$ cat src/rtl/ep0_csr_pkg.sv
package ep0_csr_pkg;
    localparam int DATA_W      = 8;
    localparam int NUM_FLAGS   = 6;
    localparam int NUM_IRQ_SRC = 3;

    // flag index equals its read-back bit position
    localparam int F_RX_RDY     = 0;
    localparam int F_TX_RDY     = 1;
    localparam int F_SENT_STALL = 2;
    localparam int F_DATA_END   = 3;
    localparam int F_SETUP_END  = 4;
    localparam int F_SEND_STALL = 5;

    // write bit positions of the two service strobes
    localparam int W_SVC_RX    = 6;
    localparam int W_SVC_SETUP = 7;

    // register bits that a written 1 sets directly
    localparam logic [NUM_FLAGS-1:0] SW_SET_MASK = 6'b101010;

    typedef struct packed {
        logic [NUM_FLAGS-1:0] set;
        logic [NUM_FLAGS-1:0] clr;
    } flag_ctl_t;

    typedef struct packed {
        logic irq;
        logic flush;
    } pulse_t;
endpackage

$ cat src/rtl/ep0_flag_cell.sv
module ep0_flag_cell #(
    parameter logic RESET_VAL = 1'b0
) (
    input  logic clk,
    input  logic rst_n,
    input  logic set_i,
    input  logic clr_i,
    output logic q_o
);
    logic q_d, q_q;

    // set dominates clear
    always_comb begin
        q_d = set_i | (q_q & ~clr_i);
    end

    always_ff @(posedge clk or negedge rst_n) begin
        if (!rst_n) q_q <= RESET_VAL;
        else        q_q <= q_d;
    end

    assign q_o = q_q;
endmodule

$ cat src/rtl/ep0_pulse_gen.sv
module ep0_pulse_gen
    import ep0_csr_pkg::*;
#(
    parameter int SRC_W = NUM_IRQ_SRC
) (
    input  logic             clk,
    input  logic             rst_n,
    input  logic             irq_en,
    input  logic [SRC_W-1:0] irq_src,
    input  logic             flush_src,
    output logic             irq,
    output logic             fifo_flush
);
    pulse_t p_d, p_q;

    always_comb begin
        p_d.irq   = irq_en & (|irq_src);
        p_d.flush = flush_src;
    end

    always_ff @(posedge clk or negedge rst_n) begin
        if (!rst_n) p_q <= '0;
        else        p_q <= p_d;
    end

    assign irq        = p_q.irq;
    assign fifo_flush = p_q.flush;
endmodule

$ cat src/rtl/ep0_ctrl_status.sv
module ep0_ctrl_status
    import ep0_csr_pkg::*;
(
    input  logic              clk,
    input  logic              rst_n,
    input  logic              wr_en,
    input  logic [DATA_W-1:0] wr_data,
    input  logic              rd_en,
    output logic [DATA_W-1:0] rd_data,
    input  logic              ev_rx_done,
    input  logic              ev_tx_done,
    input  logic              ev_stall_sent,
    input  logic              ev_setup_end,
    input  logic              ev_status_done,
    input  logic              irq_en,
    output logic              irq,
    output logic              fifo_flush,
    output logic              stall_req,
    output logic              data_end
);
    localparam int PAD_W = DATA_W - NUM_FLAGS;

    logic [NUM_FLAGS-1:0]   flag_q;
    logic [DATA_W-1:0]      wr_one;
    logic                   wr_zero_stall;
    flag_ctl_t              ctl_d;
    logic [NUM_IRQ_SRC-1:0] irq_src;
    logic                   setup_hit;

    always_comb begin
        wr_one        = {DATA_W{wr_en}} & wr_data;
        wr_zero_stall = wr_en & ~wr_data[F_SENT_STALL];
        setup_hit     = ev_setup_end & ~flag_q[F_DATA_END];

        ctl_d.set = wr_one[NUM_FLAGS-1:0] & SW_SET_MASK;
        ctl_d.set[F_RX_RDY]     = ev_rx_done;
        ctl_d.set[F_SENT_STALL] = ev_stall_sent;
        ctl_d.set[F_SETUP_END]  = setup_hit;

        ctl_d.clr = '0;
        ctl_d.clr[F_RX_RDY]     = wr_one[W_SVC_RX];
        ctl_d.clr[F_TX_RDY]     = ev_tx_done;
        ctl_d.clr[F_SENT_STALL] = wr_zero_stall;
        ctl_d.clr[F_DATA_END]   = ev_status_done;
        ctl_d.clr[F_SETUP_END]  = wr_one[W_SVC_SETUP];
        ctl_d.clr[F_SEND_STALL] = ev_stall_sent;

        irq_src = {setup_hit, ev_tx_done & flag_q[F_TX_RDY], ev_rx_done};
    end

    for (genvar i = 0; i < NUM_FLAGS; i++) begin : g_flag
        ep0_flag_cell #(.RESET_VAL(1'b0)) u_cell (
            .clk   (clk),
            .rst_n (rst_n),
            .set_i (ctl_d.set[i]),
            .clr_i (ctl_d.clr[i]),
            .q_o   (flag_q[i])
        );
    end

    ep0_pulse_gen #(.SRC_W(NUM_IRQ_SRC)) u_pulse (
        .clk        (clk),
        .rst_n      (rst_n),
        .irq_en     (irq_en),
        .irq_src    (irq_src),
        .flush_src  (setup_hit),
        .irq        (irq),
        .fifo_flush (fifo_flush)
    );

    assign rd_data   = rd_en ? {{PAD_W{1'b0}}, flag_q} : '0;
    assign stall_req = flag_q[F_SEND_STALL];
    assign data_end  = flag_q[F_DATA_END];
endmodule

$ cat config.mk
export PLATFORM = sky130hd
export DESIGN_NAME = ep0_ctrl_status
export DESIGN_NICKNAME = d
export VERILOG_FILES = /design/src/rtl/ep0_csr_pkg.sv /design/src/rtl/ep0_flag_cell.sv /design/src/rtl/ep0_pulse_gen.sv /design/src/rtl/ep0_ctrl_status.sv
export SDC_FILE = /design/constraint.sdc
export NUM_CORES = 1
export LEC_CHECK = 0
export ABC_AREA = 1
export BUFFER_PORTS_ARGS = -buffer_cell sky130_fd_sc_hd__buf_2
export CAP_MARGIN = 0
export CORE_AREA = 4 4 41 43
export CTS_CLUSTER_DIAMETER = 150
export DETAILED_ROUTE_END_ITERATION = 8
export DIE_AREA = 0 0 45 47
export PLACE_DENSITY = 0.62
export SLEW_MARGIN = 20
export SYNTH_ARGS = -nofsm -noshare
export SYNTH_HDL_FRONTEND = slang
export SYNTH_SLANG_ARGS = --single-unit
$ cat constraint.sdc
create_clock -name clk -period 1.4 [get_ports clk]
set_input_delay 0.35 -clock clk [delete_from_list [all_inputs] [get_ports clk]]
set_output_delay 0.35 -clock clk [all_outputs]
set_load 0.005 [all_outputs]
==> results of run 1 <==
## cells in the mapped netlist
master,number
buf_4,2
o21ai_1,1
inv_2,1
dfrtp_1,8
nand2_1,19
inv_1,12
conb_1,1
nor2_1,2
o21ai_0,3
nor2_2,1
## layout make-up
cell class                 instances  area share [%]
inverter                          13           9.070
tap                               15           3.488
clock buffer                       3           4.186
timing repair buffer              26           25.12
multi-input combinational         28           20.93
sequential                         8           37.21
## cells by family after synthesis
| kind of cell | count (synthesis) | synth area share (%) |
|---|---|---|
| AO/OA/AOI/OAI | 4 | 5.367 |
| buffers and inverters | 15 | 17.11 |
| other | 1 | 1.006 |
| AND/OR/NAND/NOR | 22 | 22.82 |
| flip-flops | 8 | 53.69 |
## metal layers
| layer | vias to the layer above | GRT usage, % |
|---|---|---|
| met5 | - | 0 |
| met4 | 0 | 1.754 |
| met3 | 0 | 3.448 |
| met2 | 18 | 11.58 |
| met1 | 145 | 8.899 |
| li1 | 192 | - |
## per-stage QoR
stage	hold slack (ps)	total power [mW]	area, um^2	cells
2_1_floorplan	54.41	0.3062	376.6	51
3_3_place_gp	201.4	0.3576	505.5	89
3_5_place_dp	200.5	0.3591	505.5	89
4_1_cts	295.6	0.5292	538.0	93
5_1_grt	305.0	0.5513	538.0	93
6_report	300.2	0.5174	538.0	93
## flip-flops by register name, indices dropped and copies added (netlist names)
register,count
g_flag.u_cell.q_o,6
u_pulse.fifo_flush,1
u_pulse.irq,1
## timing repair
item / CTS / global route
hold buffers: 1 / 0
resized for setup: 0 / 0
hold endpoints to repair: 8 / 0
## power by group through the flow
stage          sequential [mW]  combinational, mW  clock [mW]
3_5_place_dp             0.267             0.0922           0
5_1_grt                  0.265              0.105       0.181
2_1_floorplan            0.267             0.0396           0
3_3_place_gp             0.267             0.0910           0
4_1_cts                  0.263             0.0942       0.172
6_report                 0.263             0.0915       0.163
## cell usage in the layout, fill, tap and decap left out, drive strengths merged
master / n
dfrtp: 8
o21ai: 4
conb: 2
buf: 25
clkbuf: 3
inv: 13
nor2: 3
dlygate4sd3: 1
nand2: 19
## worst min-delay path by stage
stage | startpoint | to | slack, ps | cells past startpoint
2_1_floorplan | rst_n | g_flag[0].u_cell.q_o | 50 | 0
3_3_place_gp | rst_n | u_pulse.irq | 200 | 1
3_5_place_dp | rst_n | u_pulse.irq | 200 | 1
4_1_cts | ev_rx_done | g_flag[0].u_cell.q_o | 300 | 3
5_1_grt | ev_tx_done | g_flag[1].u_cell.q_o | 310 | 2
6_report | ev_rx_done | g_flag[0].u_cell.q_o | 300 | 3
## worst register-to-register path: stages (launching register included)
cell and delay, ps:
dfrtp_1 420, nor2_2 140, nor2_1 60, nor2_1 70
==> impl_metrics.tcl, run 1 <==
set metrics [dict create \
    outcome "complete, no violations" \
    wire_per_inst_um 8.602 \
    synth_seq_cells 8 \
    crit_chain "nand2_1 -> inv_1 -> buf_2" \
    crit_path_start_kind "flop" \
    pre_cts_ws_ps 322.3 \
    drt_iter0_drc 0 \
    fin_util_pct 41.35 \
    setup_viol 0 \
    slowest_stage "dfrtp_1" \
    critPathArrivalTime_ps 880 \
    crit_family "flip-flops" \
    cellLeakagePower_nw 0.3613 \
    p_int_mw 0.3948 \
    core_area_mm2 0.001301 \
    synth_area_um2 372.9 \
    ys_warn_count 0 \
    seq_area_frac_synth_pct 53.69 \
    max_freq_mhz 812.9 \
    drive_gt1_share_pct 38.46 \
    grt_use_total_pct 7.263 \
    cts_made_buffers 3 \
    hold_violations 0 \
    grt_max_degree 9 \
    grt_pass1_wl_um 1117 \
    powerDensity_mw_per_mm2 961.7 \
    clkPwrFrac_pct 31.5 \
    ys_types 10 \
    pwr-share-comb_pct 17.7 \
    p_sw_mw 0.1226 \
    clkSinkCount 8 \
    criticalPathCategory "reg2out" \
    cp-startpoint "g_flag[3].u_cell.q_o" \
    final_max_slew_viol_count 0 \
    route.met2.wl_um 340 \
    ioPinCount 30 \
    timing.rr.end "u_pulse.irq" \
    start_util_pct 28.65 \
    pwr-share-seq_pct 50.8 \
    overflow 0 \
    ctsHtreeMaxLevel 1 \
    cts_tree "done" \
    ir_drop_uv 463.5 \
    synth_area_per_cell_um2 7.457 \
    wl_met3_um 114 \
    rr_worst_depth 3 \
    dp_hpwl_um 682.6 \
    cts.path.max_buffers 2 \
    syn_inst 50 \
    regArea_um2 200.2 \
    root_buffer "clkbuf_4" \
    drt.antenna.violating_nets 0 \
    period_share_pct 87.87 \
    gp_congestion 0.6843 \
    worstPathMaxFanout 5 \
    drt_first_pass_iters 1 \
    crit_cells 3 \
    antenna_found_initial 0 \
    yosys-top-cells-area "dfrtp_1 54%, nand2_1 19%, inv_1 12%, o21ai_0 4.0%, buf_4 4.0%" \
    highest_layer "met3" \
    hold_path_class "in2reg" \
    multi_input_area_um2 112.6 \
    drc 0 \
    rrSetupSlack_ps 640 \
    cts_setup_buffers 0 \
    clk_pin_slew_ps 50 \
    cp.required_ps 1050 \
    path_buf_inv 2 \
    end_kind "output pin" \
    routedLengthMet1_um 345 \
    syn_to_final_growth_pct 44.30 \
    fin_crit_ps 1230 \
    fin_tns_setup_ps 0 \
    clkLatencyLatePin_ps 240 \
    dieArea_mm2 0.002115 \
    final.setup.worst_slack_ps 169.8 \
    fillerInstances 157 \
    skew_ps 2.746 \
    yosys.area.top_type "dfrtp_1" \
    num_vias 355 \
    drt_wl_total_um 800 \
    crit_path_max_incr_delay_ps 420 \
    synth_top_area_share_pct 53.69 \
    fin_nets 98 \
    viasPerCell 3.817 \
    die_w_um 45 \
    max-cap-violations 0 \
    grt_pass1_vias 288 \
    crit_end "rd_data[3]" \
    die-height_um 47 \
    rsz0062_at_grt "no" \
    reg2reg_from "g_flag[3].u_cell.q_o" \
    antennaDiodeCount 0 \
    p_sw_share_pct 23.69 \
    io_buffers 25 \
    rows 13 \
]
Note: power is estimated with default switching activity, not from simulation.
==> run 2: changes to the inputs <==
PLACE_DENSITY = 0.64   (was 0.62)
clock period = 1 ns   (was 1.4 ns; I/O delays follow)
==> run 2 against run 1 <==
Compared with the run above:
- the run now ends with negative setup slack left
- sequential cell count stayed put
- clock power is 42% higher
- non-clock buffer count is 6 higher
- die area stayed put
- global-route usage is 2.1 points higher
- cell count is 6.5% higher
- worst hold slack worse by 110 ps
- combinational power is 81% higher
- routed wire length is 11% higher
- core utilization is 3.8 points higher
- sequential share of layout area is 3.2 points lower
- sequential power is 39% higher
- critical endpoint unchanged
- largest power group unchanged
==> impl_metrics.tcl, run 2 (synthesis gave the netlist of run 1 again) <==
set metrics [dict create \
    dieArea_mm2 0.002115 \
    skew_ps 3.488 \
    core_area_mm2 0.001301 \
    clkLatencyLatePin_ps 250 \
    viasPerCell 3.960 \
    overflow 0 \
    setup_viol 8 \
    grt_use_total_pct 9.353 \
    fin_nets 104 \
    rsz0062_at_grt "yes" \
    max_freq_mhz 917.2 \
    slowest_stage "dfrtp_1" \
    whs_ps 185.2 \
    dp_hpwl_um 688.4 \
    cts.path.max_buffers 2 \
    crit_chain "nand2_1 -> inv_1 -> buf_2" \
    largest_reg_flops 6 \
    fin_crit_ps 1090 \
    crit_path_max_incr_delay_ps 390 \
    final_cell_area_um2 588.1 \
    dp_cells 89 \
    drt.antenna.violating_nets 0 \
    hold_path_class "in2reg" \
    drc 0 \
    ioPinCount 30 \
    ir_drop_uv 672.9 \
    placed_area_um2 505.5 \
    final_max_slew_viol_count 0 \
    io_buffers 25 \
    end_kind "output pin" \
    drive_gt1_share_pct 42.86 \
    grt_max_degree 9 \
    drt_iter0_drc 3 \
    violations "negative setup slack" \
    start_util_pct 28.65 \
    clkSinkCount 8 \
    criticalPathCategory "reg2out" \
    cts_made_buffers 3 \
    grt_pass1_vias 322 \
    cp.required_ps 750 \
    wire_per_inst_um 8.949 \
    outcome "complete, but fails checks" \
    final_common_cell "buf_2" \
    antennaDiodeCount 0 \
    max-cap-violations 0 \
    gp_congestion 0.7030 \
    num_vias 392 \
    clk_pin_slew_ps 50 \
    period_share_pct 109.0 \
    fillerInstances 149 \
    grt_pass1_wl_um 1297 \
    crit_path_start_kind "flop" \
    die-height_um 47 \
    ctsHtreeMaxLevel 1 \
    root_buffer "clkbuf_4" \
    fin_tns_setup_ps -455.2 \
    cts_tree "done" \
    final.setup.worst_slack_ps -90.26 \
    final-instance-count-excl-fill 99 \
    antenna_found_initial 0 \
    power.total_mw 0.7628 \
    worstPathMaxFanout 3 \
    fin_util_pct 45.19 \
    critPathArrivalTime_ps 840 \
    drt_first_pass_iters 3 \
    die_w_um 45 \
    powerDensity_mw_per_mm2 1297 \
    pre_cts_ws_ps 122.2 \
    syn_to_final_growth_pct 57.72 \
    hold_violations 0 \
    rows 13 \
    drt_wl_total_um 886 \
    layout_common_cells "25 x buf_2, 19 x nand2_1, 12 x inv_1" \
    cellLeakagePower_nw 0.3905 \
]
-- run 2: changes by cell type in the layout (fill, tap and decap cells not counted) --
| cell | change |
|---|---|
| nor2_2 | -1 |
| buf_4 | +6 |
| nor2_4 | +1 |
-- run 2: layout make-up --
cell class | count | area, um^2 | area share (%)
Clock buffer | 3 | 22.52 | 3.830
Inverter | 13 | 48.80 | 8.298
Multi-Input combinational cell | 28 | 117.6 | 20.00
Sequential cell | 8 | 200.2 | 34.04
Tap cell | 15 | 18.77 | 3.191
Timing Repair Buffer | 32 | 180.2 | 30.64
-- run 2: timing repair --
action,4_1_cts,5_1_grt
hold endpoints to repair,8,0
endpoints found under the setup margin,8,10
resized for setup,0,1
pin swaps,0,0
hold buffers,1,0
setup buffers,4,2
-- run 2: worst paths after layout --
path                                      startpoint                   end  slack [ps]  cells after the start
worst max-delay path            g_flag[3].u_cell.q_o            rd_data[3]         -90                      3
worst min-delay path                  ev_status_done  g_flag[3].u_cell.q_o         190                      2
worst max register to register  g_flag[3].u_cell.q_o           u_pulse.irq          60                      5
worst min register to register  g_flag[2].u_cell.q_o  g_flag[2].u_cell.q_o         490                      2
max in group asynchronous                      rst_n  g_flag[1].u_cell.q_o         460                      2
min in group asynchronous                      rst_n  g_flag[3].u_cell.q_o         370                      2
-- run 2: routing by layer --
metal,up-vias,GRT usage [%],wire [um]
li1,204,-,-
met1,164,10.59,394
met2,22,12.71,365
met3,2,4.598,116
met4,0,8.772,9
met5,-,0,0
-- run 2: report_power, final --
group          total (mW)  internal (mW)  switching [mW]
clock               0.232          0.136          0.0954
sequential          0.365          0.352          0.0130
combinational       0.166         0.0912          0.0748
total               0.763          0.580           0.183
-- run 2: worst max-delay path: cells and delay by family, from the launching register on --
kind	cells	cell delay, ps
AND/OR/NAND/NOR	1	60
buffers and inverters	2	140
flip-flops	1	390
